--- src/rtl/wdt_pkg.sv ---
package wdt_pkg;
  localparam int NUM_SEL = 4;
  localparam int SEL_W   = 2;

  // Width needed to hold the largest threshold plus the post window.
  function automatic int count_width(input int base_exp, input int step_exp, input int post_win);
    return $clog2((1 << (base_exp + step_exp * (NUM_SEL - 1))) + post_win + 1);
  endfunction
endpackage

--- src/rtl/wdt_count.sv ---
module wdt_count
  import wdt_pkg::*;
#(
  parameter int BASE_EXP = 16,
  parameter int STEP_EXP = 3,
  parameter int POST_WIN = 512,
  parameter int CNT_W    = count_width(BASE_EXP, STEP_EXP, POST_WIN)
) (
  input  logic             clk,
  input  logic             rst_n,
  input  logic             run_enable,
  input  logic             restart,
  input  logic [SEL_W-1:0] interval_sel,
  output logic             irq_hit,
  output logic             wrap_hit
);
  logic [CNT_W-1:0] cnt_q, cnt_d;
  logic [CNT_W-1:0] thr, irq_pt, wrap_pt;
  logic             tick;

  always_comb begin
    tick    = run_enable & ~restart;
    thr     = CNT_W'(1) << (BASE_EXP + STEP_EXP * int'(interval_sel));
    irq_pt  = thr - CNT_W'(1);
    wrap_pt = thr + CNT_W'(POST_WIN) - CNT_W'(1);
    irq_hit  = tick && (cnt_q == irq_pt);
    wrap_hit = tick && (cnt_q >= wrap_pt);
  end

  always_comb begin
    cnt_d = cnt_q;
    if (restart)       cnt_d = '0;
    else if (wrap_hit) cnt_d = '0;
    else if (tick)     cnt_d = cnt_q + CNT_W'(1);
  end

  always_ff @(posedge clk or negedge rst_n) begin
    if (!rst_n) cnt_q <= '0;
    else        cnt_q <= cnt_d;
  end

  AST_RESTART_ZEROES: assert property (@(posedge clk) disable iff (!rst_n) restart |=> cnt_q == '0);
  AST_FROZEN_COUNT: assert property (@(posedge clk) disable iff (!rst_n) (!run_enable && !restart) |=> $stable(cnt_q));
  AST_WRAP_TO_ZERO: assert property (@(posedge clk) disable iff (!rst_n) wrap_hit |=> cnt_q == '0);
endmodule

--- src/rtl/wdt_flags.sv ---
module wdt_flags (
  input  logic clk,
  input  logic rst_n,
  input  logic irq_hit,
  input  logic fire,
  input  logic irq_status_clr,
  input  logic wdreset_status_clr,
  output logic irq_status,
  output logic wdreset_status
);
  logic irq_q, irq_d, wdr_q, wdr_d;

  // Set has priority over clear for both flags.
  always_comb begin
    irq_d = irq_q;
    if (irq_hit)             irq_d = 1'b1;
    else if (irq_status_clr) irq_d = 1'b0;
    wdr_d = wdr_q;
    if (fire)                    wdr_d = 1'b1;
    else if (wdreset_status_clr) wdr_d = 1'b0;
  end

  always_ff @(posedge clk or negedge rst_n) begin
    if (!rst_n) begin
      irq_q <= 1'b0;
      wdr_q <= 1'b0;
    end else begin
      irq_q <= irq_d;
      wdr_q <= wdr_d;
    end
  end

  assign irq_status     = irq_q;
  assign wdreset_status = wdr_q;

  AST_IRQ_FLAG_SET: assert property (@(posedge clk) disable iff (!rst_n) irq_hit |=> irq_status);
  AST_IRQ_FLAG_STICKY: assert property (@(posedge clk) disable iff (!rst_n) (irq_status && !irq_status_clr) |=> irq_status);
  AST_WDR_FLAG_STICKY: assert property (@(posedge clk) disable iff (!rst_n) (wdreset_status && !wdreset_status_clr) |=> wdreset_status);
endmodule

--- src/rtl/wdt_pulse.sv ---
module wdt_pulse #(
  parameter int PULSE_LEN = 4,
  localparam int PW = $clog2(PULSE_LEN + 1)
) (
  input  logic clk,
  input  logic rst_n,
  input  logic fire,
  output logic pulse
);
  logic [PW-1:0] left_q, left_d;

  always_comb begin
    left_d = left_q;
    if (fire)              left_d = PW'(PULSE_LEN);
    else if (left_q != '0) left_d = left_q - PW'(1);
  end

  always_ff @(posedge clk or negedge rst_n) begin
    if (!rst_n) left_q <= '0;
    else        left_q <= left_d;
  end

  assign pulse = (left_q != '0);

  AST_PULSE_STARTS: assert property (@(posedge clk) disable iff (!rst_n) fire |=> pulse);
endmodule

--- src/rtl/wdog_twostage.sv ---
module wdog_twostage
  import wdt_pkg::*;
#(
  parameter int BASE_EXP  = 16,
  parameter int STEP_EXP  = 3,
  parameter int POST_WIN  = 512,
  parameter int PULSE_LEN = 4
) (
  input  logic       clk,
  input  logic       rst_n,
  input  logic       run_enable,
  input  logic [1:0] interval_sel,
  input  logic       irq_enable,
  input  logic       reset_enable,
  input  logic       restart,
  input  logic       irq_status_clr,
  input  logic       wdreset_status_clr,
  output logic       irq_req,
  output logic       wd_reset_pulse,
  output logic       irq_status,
  output logic       wdreset_status
);
  logic irq_hit, wrap_hit, fire;

  wdt_count #(
    .BASE_EXP(BASE_EXP), .STEP_EXP(STEP_EXP), .POST_WIN(POST_WIN)
  ) u_count (
    .clk(clk), .rst_n(rst_n), .run_enable(run_enable), .restart(restart),
    .interval_sel(interval_sel), .irq_hit(irq_hit), .wrap_hit(wrap_hit)
  );

  assign fire = wrap_hit & reset_enable;

  wdt_flags u_flags (
    .clk(clk), .rst_n(rst_n), .irq_hit(irq_hit), .fire(fire),
    .irq_status_clr(irq_status_clr), .wdreset_status_clr(wdreset_status_clr),
    .irq_status(irq_status), .wdreset_status(wdreset_status)
  );

  wdt_pulse #(.PULSE_LEN(PULSE_LEN)) u_pulse (
    .clk(clk), .rst_n(rst_n), .fire(fire), .pulse(wd_reset_pulse)
  );

  assign irq_req = irq_status & irq_enable;

  AST_NO_RESET_DISABLED: assert property (@(posedge clk) disable iff (!rst_n) (!reset_enable && !wd_reset_pulse) |=> !wd_reset_pulse);
  AST_RESET_MARKS_FLAG: assert property (@(posedge clk) disable iff (!rst_n) $rose(wd_reset_pulse) |-> wdreset_status);
endmodule

--- config.mk ---
export PLATFORM = sky130hd
export DESIGN_NAME = wdog_twostage
export DESIGN_NICKNAME = d
export VERILOG_FILES = /design/src/rtl/wdt_pkg.sv /design/src/rtl/wdt_count.sv /design/src/rtl/wdt_flags.sv /design/src/rtl/wdt_pulse.sv /design/src/rtl/wdog_twostage.sv
export SDC_FILE = /design/constraint.sdc
export NUM_CORES = 1
export LEC_CHECK = 0
export CELL_PAD_IN_SITES_DETAIL_PLACEMENT = 1
export CELL_PAD_IN_SITES_GLOBAL_PLACEMENT = 1
export CORE_ASPECT_RATIO = 1.1
export CORE_MARGIN = 2
export CORE_UTILIZATION = 42
export CTS_BUF_LIST = sky130_fd_sc_hd__clkbuf_8
export DETAILED_ROUTE_END_ITERATION = 8
export PLACE_DENSITY = 0.82
export SETUP_SLACK_MARGIN = 0.1
export SYNTH_ARGS = -nofsm -noshare
export SYNTH_HDL_FRONTEND = slang
export SYNTH_SLANG_ARGS = --single-unit
--- constraint.sdc ---
create_clock -name clk -period 2.35 [get_ports clk]
set_input_delay 0.47 -clock clk [delete_from_list [all_inputs] [get_ports clk]]
set_output_delay 0.47 -clock clk [all_outputs]
set_load 0.005 [all_outputs]
### After elaboration in Yosys (flattened, before gate mapping)

Index checks and enable logic that the tools add are counted.

* multipliers: 1
* order comparisons: 1
* add/subtract/negate cells: 6
* reduce and logical (&&, ||, !) cells: 7
* muxes and demuxes: 9
* equal/unequal tests: 1
* shift operators: 1
* bitwise gates (word level): 4

Operators with widths (count)
* $mux W26: 3
* $sub A26 B1 Y26 const B: 2
* $add A6 B32 Y32 const A: 1
* $shl A1 B32 Y26 const A: 1
* $add A26 B1 Y26 const B: 1
* $add A26 B10 Y26 const B: 1
* $eq A26 B26 Y1: 1
* $ge A26 B26 Y1: 1
* $mux W3: 2
* $reduce_bool A2 Y1: 3
* $reduce_bool A3 Y1: 2
* $mul A2 B2 Y4 const A: 1
* $mux W1: 4
* $and A1 B1 Y1: 3
* $sub A3 B1 Y3 const B: 1
* $logic_and A1 B1 Y1: 2
* $not A1 Y1: 1

* word-level logic and storage cells: 34
* register bits: 31
* bits of input ports: 10

### Longest topological paths before layout

Gate-level depths: netlist of run 1.

* depth in word-level cells: 9
* depth in mapped cells: 10

### By module

From an unflattened synthesis of run 1, not the netlist that was laid out.

* cell total of the unflattened synthesis: 247
* area, all modules: 2224.6 sq um

By module, submodules not included
* wdt_count: area each 1961.9 sq um, times used 1, cells each 223, sequential area each 650.6 sq um
* wdt_pulse: area each 177.7 sq um, times used 1, cells each 16, sequential area each 75.1 sq um
* wdt_flags: area each 72.6 sq um, times used 1, cells each 6, sequential area each 50.0 sq um
* wdog_twostage: area each 12.5 sq um, times used 1, cells each 2, sequential area each 0.0 sq um

### Worst setup path before layout of run 1

No wires, ideal clock.

* path type: input to register
* from: in interval_sel[0]
* to: reg u_count.cnt_q[18]
* data arrival time: 2631 ps
* setup time: 69 ps
* stages: 10
* path slack: -349 ps
* path buffers: 2
* path through: or2_2 ha_1 or4_1 o22a_1 o2bb2ai_2 or2_1 buf_6 buf_6 or3_1 nand3_1

* longest elaborated chain between the ends: 9
* elaborated cells on any way between the ends: 10

Ends and longest elaborated chain
* from (decl): line wdog_twostage.sv:12 `input logic [1:0] interval_sel,`
* $mul A2 B2 Y4 (*): line wdt_count.sv:23 `thr = CNT_W'(1) << (BASE_EXP + STEP_EXP * int'(interval_sel));`
* $add A6 B32 Y32 (*): line wdt_count.sv:23
* $shl A1 B32 Y26 (*): line wdt_count.sv:23
* $add A26 B10 Y26 (*): line wdt_count.sv:25 `wrap_pt = thr + CNT_W'(POST_WIN) - CNT_W'(1);`
* $sub A26 B1 Y26 (*): line wdt_count.sv:25
* $ge A26 B26 Y1 (*): line wdt_count.sv:27 `wrap_hit = tick && (cnt_q >= wrap_pt);`
* $logic_and A1 B1 Y1 (*): line wdt_count.sv:27
* $mux W26: line wdt_count.sv:33 `else if (wrap_hit) cnt_d = '0;`
* $mux W26: line wdt_count.sv:32 `if (restart) cnt_d = '0;`
* to (signal assigned): line wdt_count.sv:39 `else cnt_q <= cnt_d;`
* to (decl): line wdt_count.sv:17 `logic [CNT_W-1:0] cnt_q, cnt_d;`

Mark *: on every way between the ends. The rest lies on a longest branch, timed or not.
A chain may end at the register's enable or synchronous reset.

### Worst setup path after layout of run 1

* from: in interval_sel[0]
* to: reg u_count.cnt_q[20]

The elaborated chain is that of the path after synthesis.

==> results of run 1 <==
## area by class of cell
cell class                 instances  area, sq um
clock buffer                       7        96.34
clock inverter                     1        3.754
fill                             555         1854
inverter                          10        37.54
multi-input combinational        193         1351
sequential                        31        775.7
tap                               56        70.07
timing repair buffer              48        462.9
## routing by layer
metal / share of wire / wire (um) / vias to the layer above / GRT usage
li1: - / - / 974 / -
met4: 0.031 / 232 / 0 / 0.1038
met1: 0.40 / 2989 / 1056 / 0.3212
met3: 0.054 / 397 / 18 / 0.04599
met5: 0 / 0 / - / 0
met2: 0.51 / 3800 / 64 / 0.4811
## registers in the layout (all words and copies together), names as in the netlist
signal,flops
u_flags.wdreset_status,1
u_pulse.left_q,3
u_count.cnt_q,26
u_flags.irq_status,1
## power groups by stage
stage	registers, W	logic (W)	clock network (W)
global placement	0.000600	0.000243	0
detailed placement	0.000604	0.000258	0
floorplan	0.000597	0.000159	0
CTS	0.000594	0.000293	0.000473
finish	0.000593	0.000313	0.000471
global route	0.000598	0.000351	0.000494
## placed cells by master, fill, tap and decap left out, types with 3 or more instances in the layout
cell                              count
sky130_fd_sc_hd__clkbuf_8             7
sky130_fd_sc_hd__clkdlybuf4s50_1     11
sky130_fd_sc_hd__a21oi_1             12
sky130_fd_sc_hd__nand2b_1             5
sky130_fd_sc_hd__or3_1                9
sky130_fd_sc_hd__nand4_1              9
sky130_fd_sc_hd__dfrtp_1             31
sky130_fd_sc_hd__o21ai_2              3
sky130_fd_sc_hd__conb_1               6
sky130_fd_sc_hd__buf_6                6
sky130_fd_sc_hd__nor4_1               3
sky130_fd_sc_hd__nor3_1               7
sky130_fd_sc_hd__nand2_1             17
sky130_fd_sc_hd__o21ai_0              5
sky130_fd_sc_hd__inv_1               11
sky130_fd_sc_hd__buf_4               28
sky130_fd_sc_hd__o22a_1               3
sky130_fd_sc_hd__o21ai_1             11
sky130_fd_sc_hd__ha_1                12
sky130_fd_sc_hd__nand3_1             13
sky130_fd_sc_hd__and2_1               6
sky130_fd_sc_hd__nor3b_2              4
sky130_fd_sc_hd__a21o_1              13
sky130_fd_sc_hd__and3_1               7
sky130_fd_sc_hd__nor2_1              10
## metrics by stage
| stage | utilization | power, W |
|---|---|---|
| floorplan | - | 0.0007555 |
| global placement | 0.5317 | 0.0008428 |
| detailed placement | 0.5317 | 0.0008621 |
| CTS | 0.5834 | 0.001361 |
| global route | 0.6014 | 0.001442 |
| finish | 0.6014 | 0.001377 |
## path summary, 6_finish.rpt
path | from | endpoint | slack (ns) | cells after the start
max | interval_sel[0] | u_count.cnt_q[20] | -0.15 | 10
max reg2reg | u_count.cnt_q[17] | u_count.cnt_q[20] | -0.11 | 8
min reg2reg | u_pulse.left_q[2] | u_pulse.left_q[2] | 0.54 | 2
min in group asynchronous | rst_n | u_count.cnt_q[5] | 0.58 | 2
max in group asynchronous | rst_n | u_count.cnt_q[0] | 1.46 | 2
min | u_pulse.left_q[2] | u_pulse.left_q[2] | 0.54 | 2
## timing repair
action	4_1_cts	5_1_grt
pin swaps	7	9
resized for setup	24	19
hold buffers	0	0
setup buffers	4	1
setup endpoints to repair	30	30
cloned	2	0
## cell families (layout without fill, tap and decap cells)
group | Yosys count | in the layout
XOR/XNOR | 1 | 1
flip-flops | 31 | 31
AO/OA/AOI/OAI | 60 | 60
AND/OR/NAND/NOR | 111 | 111
multiplexers | 2 | 2
adder cells (fa/ha/maj) | 13 | 13
buffers and inverters | 17 | 66
other | 1 | 6
## worst max-delay path: cells and delay by family
kind	cells	cell delay [ns]
simple gates	4	1.39
compound gates	3	0.44
fa+ha+maj	1	0.16
buf+inv	2	0.25
==> results_dict.tcl, run 1 <==
set metrics [dict create \
    crit_arrival_ns 2.72 \
    fp.dieW_um 70.46 \
    cellPowerDensity_mw_per_mm2 492.3 \
    placementRows 26 \
    place_ws_ns -0.7305 \
    actual_slew_at_the_worst_max_slew_pin_ns 0.5308 \
    timing.critical_path.slowest_cell_delay_ns 0.50 \
    diodes 0 \
    vias 2112 \
    io_pins 14 \
    synth_fa_ha_area_frac 0.07971 \
    clk_latency_ns 0.29 \
    maxSlewViolCount 0 \
    yosysSeqAreaShare 0.3801 \
    setup_viol_count_final 23 \
    yosysWarnings 0 \
    per_instance_average_area_after_synthesis_sq_um 8.647 \
    dp.cells 331 \
    floorplan.die.height_um 77.11 \
    all_layer_gr_usage 0.2705 \
    antenna_violating_nets_left 0 \
    flow.area_growth_from_synthesis_pct 37.09 \
    grt_pass1_vias 2118 \
    final.hold.worst_slack_ns 0.5368 \
    cts.path.max_buffers 2 \
    slowest_stage "sky130_fd_sc_hd__or4_1" \
    synthXorXnorAreaFrac 0.004292 \
    postSynthCellCount 236 \
    fin_area_sq_mm 0.002798 \
    detail_route.iter0.violations 154 \
    clock_sink_count 31 \
    p_clk_frac 0.342 \
    fin_skew_ns 0.01046 \
    crit_path_max_fo 5 \
    synth_commonest_cells "sky130_fd_sc_hd__dfrtp_1, sky130_fd_sc_hd__nand2_1, sky130_fd_sc_hd__o21ai_0" \
    grt_pass1_wl_mm 11.10 \
    cts_tree "done" \
    synth_flop_cell "sky130_fd_sc_hd__dfrtp_1" \
    violations "negative setup slack" \
    timing.critical_path.from_type "input port" \
    critPathKind "input port to flip-flop" \
    fraction_of_final_layout_cells_sized_beyond_drive_strength_1 0.2483 \
    overflow 0 \
    synth_mux_area_frac 0.009810 \
    drt-total-wl_mm 7.420 \
    gp_congestion 0.7792 \
    postSynth.asyncResetShare 1.000 \
    end_kind "flip-flop" \
    synth_area_leaders "sky130_fd_sc_hd__dfrtp_1, sky130_fd_sc_hd__ha_1, sky130_fd_sc_hd__a21o_1" \
    synth-edff-count 0 \
    internal-power_w 0.0009886 \
    path_clk_slew_ns 0.07 \
    seq_power_share 0.431 \
    die-area_sq_mm 0.005433 \
    final-hold-violation-count 0 \
    outcome "finished, violations left" \
    total_leakage_power_nw 1.327 \
    period_share 1.064 \
    most_used_standard_cell_by_instance_count_after_synthesis "sky130_fd_sc_hd__dfrtp_1" \
    post_dp_cell_area_sq_mm 0.002474 \
    drc 0 \
    timing.fmax_mhz 400.1 \
    critical-path-top-cell-by-count "sky130_fd_sc_hd__or2_4" \
    yosys_register_bits 31 \
    core_region_area_sq_mm 0.004652 \
    antenna_found_initial 0 \
    clock_tree.htree_level_count 2 \
    rsz_0062_raised_after_global_routing "true" \
    cap_viol_max_count 0 \
    portBuffers 13 \
    hpwlAfterDp_mm 4.357 \
    post-synth-top-area-cell "sky130_fd_sc_hd__dfrtp_1" \
    netlist.area_leader.share 0.3801 \
    cp_data_required_time_ns 2.57 \
    timing.setup.tns_ns -1.837 \
    synth-simple-area-share 0.2955 \
    power.net_switching_w 0.0003887 \
    grt_max_degree 32 \
    post_drt_via_cell_ratio 6.104 \
    drt_pre_antenna_iters 4 \
    synth_cell_type_count 39 \
    initial_util 0.4387 \
    cp_cell_sequence "buf_6 -> or2_4 -> ha_4 -> or4_1 -> o22a_1 -> o2bb2ai_2 -> or2_4 -> buf_12 -> or3_1 -> o21ai_1" \
    fraction_of_the_mapped_netlist_area_in_compound_gates 0.1888 \
    hold_path_class "flip-flop to flip-flop" \
    cts_made_buffers 5 \
    mappedNetlistArea_sq_mm 0.002041 \
    finish.cell_count_without_fillers 346 \
    timing.max_slew.rel_slack 0.6434 \
    switching_share 0.2822 \
    vdd.ir_drop.worst_mv 0.4109 \
    synth_top_family_by_area "simple AND/OR/NAND/NOR gates" \
    final_critical_path_setup_slack_ns -0.1494 \
    finish.net_count 312 \
    routedWlPerCell_um 21.45 \
    min_period_ns 2.499 \
    share_comb_of_total_power 0.227 \
    cts.root.buffer_cell "sky130_fd_sc_hd__clkbuf_8" \
]
No activity file was read; power rests on OpenSTA's default activity.
==> run 2, diff against run 1 <==
- SKIP_LAST_GASP: default -> 1
==> run 2 against run 1 <==
Net effect: sequential power about the same; routed wire length shrank 2.0%; count of clock-buffer cells in the layout did not move; the run still ends with negative setup slack left; design area down 0.22%; clock skew is 0.0018 ns lower; clock power is essentially flat.
==> results_dict.tcl, run 2 (synthesis results as in run 1) <==
set metrics [dict create \
    final-hold-violation-count 0 \
    path_clk_slew_ns 0.07 \
    vias 2119 \
    cp_data_required_time_ns 2.56 \
    gp_congestion 0.7792 \
    hpwlAfterDp_mm 4.357 \
    grt_pass1_vias 2118 \
    hold_path_class "flip-flop to flip-flop" \
    final_util 0.6001 \
    crit_path_max_fo 5 \
    cts_hold_buf 0 \
    outcome "finished, violations left" \
    groute.layer.met1.usage 0.3212 \
    critPathKind "input port to flip-flop" \
    diodes 0 \
    worst-r2r-cell-count 8 \
    floorplan.die.height_um 77.11 \
    r2r-end "u_count.cnt_q[20]" \
    fin_area_sq_mm 0.002791 \
    core_region_area_sq_mm 0.004652 \
    portBuffers 13 \
    final_critical_path_setup_slack_ns -0.1534 \
    cts.root.buffer_cell "sky130_fd_sc_hd__clkbuf_8" \
    flow.area_growth_from_synthesis_pct 36.79 \
    min_period_ns 2.503 \
    layout_top_registers "u_count.cnt_q: 26 flops, u_pulse.left_q: 3 flops" \
    timing.fmax_mhz 399.5 \
    fp.dieW_um 70.46 \
    timing.critical_path.slowest_cell_delay_ns 0.50 \
    crit_family "simple AND/OR/NAND/NOR gates" \
    crit_cells 10 \
    grt_max_degree 32 \
    total_leakage_power_nw 1.326 \
    detail_route.iter0.violations 142 \
    cts_made_buffers 5 \
    die-area_sq_mm 0.005433 \
    grt_util_met3 0.04599 \
    initial_util 0.4387 \
    maxSlewViolCount 0 \
    drt-total-wl_mm 7.270 \
    final.fill_count 552 \
    cts.path.max_buffers 2 \
    cap_viol_max_count 0 \
    clock_sink_count 31 \
    antenna_violating_nets_left 0 \
    ff2ff_setup_slack_ns -0.11 \
    critical-path-top-cell-by-count "sky130_fd_sc_hd__or2_4" \
    post_drt_via_cell_ratio 6.124 \
    drt_pre_antenna_iters 4 \
    io_pins 14 \
    cp_cell_sequence "buf_6 -> or2_4 -> ha_4 -> or4_1 -> o22a_1 -> o2bb2ai_2 -> or2_4 -> buf_12 -> or3_1 -> o21ai_1" \
    timing.critical_path.from_type "input port" \
    finish.net_count 312 \
    sum_of_internal_switching_and_leakage_power_w 0.001370 \
    worst_hold_path.num_cells 2 \
    worst-path-buf-inv 2 \
    hold-path-endpoint "u_pulse.left_q[2]" \
    cts_tree "done" \
    clock_tree.htree_level_count 2 \
    rsz_0062_raised_after_global_routing "true" \
    drc 0 \
    cellPowerDensity_mw_per_mm2 490.6 \
    timing.setup.tns_ns -1.995 \
    leading_cell_types_in_the_layout_fill_and_taps_excluded "sky130_fd_sc_hd__dfrtp_1, sky130_fd_sc_hd__buf_4, sky130_fd_sc_hd__nand2_1, sky130_fd_sc_hd__nand3_1, sky130_fd_sc_hd__a21o_1" \
    regMostFlops "u_count.cnt_q" \
    grt_util_met2 0.4811 \
    min_from "u_pulse.left_q[2]" \
    routedWlPerCell_um 21.01 \
    grt_pass1_wl_mm 11.10 \
    layout.cells.most_common "sky130_fd_sc_hd__dfrtp_1" \
    all_layer_gr_usage 0.2705 \
    fraction_of_final_layout_cells_sized_beyond_drive_strength_1 0.2448 \
    final.hold.worst_slack_ns 0.5244 \
    overflow 0 \
    clk_latency_ns 0.29 \
    max_ffs_per_register 26 \
    vdd.ir_drop.worst_mv 0.4058 \
    r2r_start "u_count.cnt_q[17]" \
    grt.busiest_layer "met2" \
    slowest_stage "sky130_fd_sc_hd__or4_1" \
    antenna_found_initial 0 \
    violations "negative setup slack" \
    crit_arrival_ns 2.72 \
    setup_viol_count_final 23 \
    placementRows 26 \
    post_dp_cell_area_sq_mm 0.002474 \
    end_kind "flip-flop" \
    fin_skew_ns 0.008706 \
    period_share 1.065 \
]
run 2: cell counts in the layout (fill, tap and decap cells not counted):
Identical to the previous run, type by type.
run 2: cell type report:
type                       count  area (sq um)  area share
clock inverter                 1         3.754    0.001345
tap                           56         70.07     0.02510
inverter                      10         37.54     0.01345
clock buffer                   7         96.34     0.03451
multi-input combinational    193          1349      0.4832
timing repair buffer          48         459.2      0.1645
sequential                    31         775.7      0.2779
run 2: per-stage QoR:
step           instances  worst slack, ns
2_1_floorplan        241          -0.2057
3_3_place_gp         331          -0.6544
3_5_place_dp         331          -0.7305
4_1_cts              345          -0.1783
5_1_grt              346          -0.2076
6_report             346          -0.1534
run 2: timing repair:
item	CTS	global route
resized for setup	24	17
hold endpoints to repair	0	0
buffers inserted	4	1
cloned	2	0
pin swaps	7	8
setup endpoints to repair	30	30
run 2: report_power, final:
group          switching (W)  internal (W)  leakage [nW]
Clock               0.000206      0.000263        0.0557
Sequential         0.0000241      0.000569         0.424
Combinational       0.000154      0.000153         0.846
Total               0.000384      0.000985          1.33
run 2: worst register-to-register path, stage by stage, from the launching register on:
cell                        delay [ns]
sky130_fd_sc_hd__dfrtp_1          0.42
sky130_fd_sc_hd__ha_1             0.22
sky130_fd_sc_hd__or4_1            0.52
sky130_fd_sc_hd__o22a_1           0.20
sky130_fd_sc_hd__o2bb2ai_2        0.14
sky130_fd_sc_hd__or2_4            0.31
sky130_fd_sc_hd__buf_12           0.16
sky130_fd_sc_hd__or3_1            0.32
sky130_fd_sc_hd__o21ai_1          0.10
run 2: how the worst max path moves through the flow:
stage,start,endpoint,slack [ns]
global route,interval_sel[0],u_count.cnt_q[20],-0.21
finish,interval_sel[0],u_count.cnt_q[20],-0.15
floorplan,interval_sel[1],u_count.cnt_q[25],-0.21
global placement,interval_sel[1],u_count.cnt_q[23],-0.65
detailed placement,interval_sel[1],u_count.cnt_q[16],-0.73
CTS,interval_sel[0],u_count.cnt_q[20],-0.18
run 2: metal layers:
layer | up-vias | part of all wire
li1 | 975 | -
met1 | 1082 | 0.43
met2 | 46 | 0.51
met3 | 16 | 0.027
met4 | 0 | 0.031
met5 | - | 0
==> run 3, diff against run 2 <==
- CORE_UTILIZATION: 42 -> 45
- DONT_BUFFER_PORTS: default -> 1
- PLACE_DENSITY: 0.82 -> 0.81
==> run 3 against run 2 <==
Net effect: the run still ends with negative setup slack left; total power fell by 1.8%; non-clock buffer count fell by 22; maximum frequency rose by 3.2%; largest cell class unchanged; via count fell by 4.8%; critical path type is now flip-flop to flip-flop; design area fell by 5.4%; worst setup slack improved by 0.078 ns.
==> results_dict.tcl, run 3 (synthesis results as in run 1) <==
set metrics [dict create \
    share_comb_of_total_power 0.206 \
    clock_sink_count 31 \
    hpwlAfterDp_mm 3.825 \
    cellPowerDensity_mw_per_mm2 509.4 \
    cts_tree "done" \
    internal-power_w 0.0009629 \
    seq_power_share 0.441 \
    timing.critical_path.from_type "flip-flop" \
    max_ffs_per_register 26 \
    all_layer_gr_usage 0.2649 \
    timing.setup.tns_ns -0.2753 \
    drt_pre_antenna_iters 4 \
    drc 0 \
    period_share 1.032 \
    sum_of_internal_switching_and_leakage_power_w 0.001346 \
    setup_viol_count_final 13 \
    p_clk_frac 0.353 \
    maxSlewViolCount 0 \
    place_ws_ns -0.2928 \
    floorplan.die.height_um 74.63 \
    grt_max_degree 32 \
    post_drt_via_cell_ratio 6.264 \
    crit_arrival_ns 2.64 \
    clock_tree.htree_level_count 2 \
    grt_pass1_wl_mm 9.880 \
    io_pins 14 \
    clk_latency_ns 0.29 \
    path_clk_slew_ns 0.07 \
    fp.dieW_um 68.21 \
    outcome "finished, violations left" \
    power.net_switching_w 0.0003826 \
    total_leakage_power_nw 1.234 \
    layout.cells.most_common "sky130_fd_sc_hd__dfrtp_1" \
    cts.path.max_buffers 2 \
    vdd.ir_drop.worst_mv 0.3088 \
    die-area_sq_mm 0.005090 \
    switching_share 0.2844 \
    diodes 0 \
    overflow 0 \
    cts_made_buffers 5 \
    detail_route.iter0.violations 109 \
    finish.net_count 290 \
    initial_util 0.4728 \
    cp_data_required_time_ns 2.57 \
    cap_viol_max_count 0 \
    vias 2017 \
    min_period_ns 2.425 \
    portBuffers 0 \
    fin_skew_ns 0.004803 \
    final_critical_path_setup_slack_ns -0.07518 \
    placementRows 25 \
    hold_path_class "input port to asynchronous set/reset pin" \
    fraction_of_final_layout_cells_sized_beyond_drive_strength_1 0.2351 \
    flow.area_growth_from_synthesis_pct 29.43 \
    antenna_found_initial 0 \
    end_kind "flip-flop" \
    crit_path_max_fo 8 \
    leading_cell_types_in_the_layout_fill_and_taps_excluded "sky130_fd_sc_hd__dfrtp_1, sky130_fd_sc_hd__buf_4, sky130_fd_sc_hd__nand2_1, sky130_fd_sc_hd__nand3_1, sky130_fd_sc_hd__a21o_1" \
    drt-total-wl_mm 6.474 \
    gp_congestion 0.8017 \
    rsz_0062_raised_after_global_routing "true" \
    critPathKind "flip-flop to flip-flop" \
    worst-r2r-cell-count 9 \
    layout_top_registers "u_count.cnt_q: 26 flops, u_pulse.left_q: 3 flops" \
    core_region_area_sq_mm 0.004317 \
    grt_pass1_vias 2094 \
    routedWlPerCell_um 20.11 \
    cts.root.buffer_cell "sky130_fd_sc_hd__clkbuf_8" \
    antenna_violating_nets_left 0 \
    timing.fmax_mhz 412.3 \
    regMostFlops "u_count.cnt_q" \
    violations "negative setup slack" \
    final-hold-violation-count 0 \
]
==> run 3: power groups by stage <==
stage               sequential, W  combinational [W]  clock [W]
floorplan                0.000597           0.000159          0
global placement         0.000600           0.000194          0
detailed placement       0.000603           0.000206          0
CTS                      0.000593           0.000266   0.000475
global route             0.000596           0.000312   0.000499
finish                   0.000593           0.000278   0.000475
==> run 3: layer usage <==
layer	global-route usage	wire, um
met5	0	0
met4	0.09778	244
met3	0.06129	180
met2	0.4682	3486
met1	0.3113	2562
==> run 3: cell type report <==
class / instances / area, sq um
Timing Repair Buffer: 26 / 284.0
Clock inverter: 1 / 3.754
Multi-Input combinational cell: 193 / 1376
Fill cell: 482 / 1675
Inverter: 10 / 37.54
Clock buffer: 7 / 96.34
Sequential cell: 31 / 775.7
Tap cell: 54 / 67.56
==> run 3: path summary, 6_finish.rpt <==
check / start / to / slack, ns
worst max-delay path: u_count.cnt_q[17] / u_count.cnt_q[8] / -0.08
max in group asynchronous: rst_n / u_count.cnt_q[4] / 2.17
worst max register to register: u_count.cnt_q[17] / u_count.cnt_q[8] / -0.08
worst min register to register: u_count.cnt_q[0] / u_count.cnt_q[0] / 0.54
worst min-delay path: rst_n / u_count.cnt_q[6] / 0.006
min in group clk: wdreset_status_clr / u_flags.wdreset_status / 0.26
==> run 3: critical path: stages (launching register included) <==
cell and delay, ns:
sky130_fd_sc_hd__dfrtp_1 0.42, sky130_fd_sc_hd__ha_2 0.20, sky130_fd_sc_hd__or4_1 0.51, sky130_fd_sc_hd__o22a_1 0.18
sky130_fd_sc_hd__o2bb2ai_2 0.15, sky130_fd_sc_hd__or2_4 0.29, sky130_fd_sc_hd__buf_6 0.15, sky130_fd_sc_hd__buf_16 0.14
sky130_fd_sc_hd__nor2_1 0.13, sky130_fd_sc_hd__o22a_1 0.17
==> run 3: timing repair <==
item,CTS,global route
gates resized for setup,26,11
endpoints found under the hold margin,31,0
endpoints found under the setup margin,24,26
cloned,3,0
hold buffers,1,0
setup buffers,2,1
pin swaps,7,2
==> run 3: through the flow <==
step           area [sq um]  cells  utilization  hold WS, ns
6_report               2641    322       0.6119     0.006396
5_1_grt                2641    322       0.6119     0.007771
4_1_cts                2579    321       0.5974     0.007384
3_5_place_dp           2273    307       0.5267       0.1748
3_3_place_gp           2273    307       0.5267       0.1750
2_1_floorplan          2096    241            -       0.1744
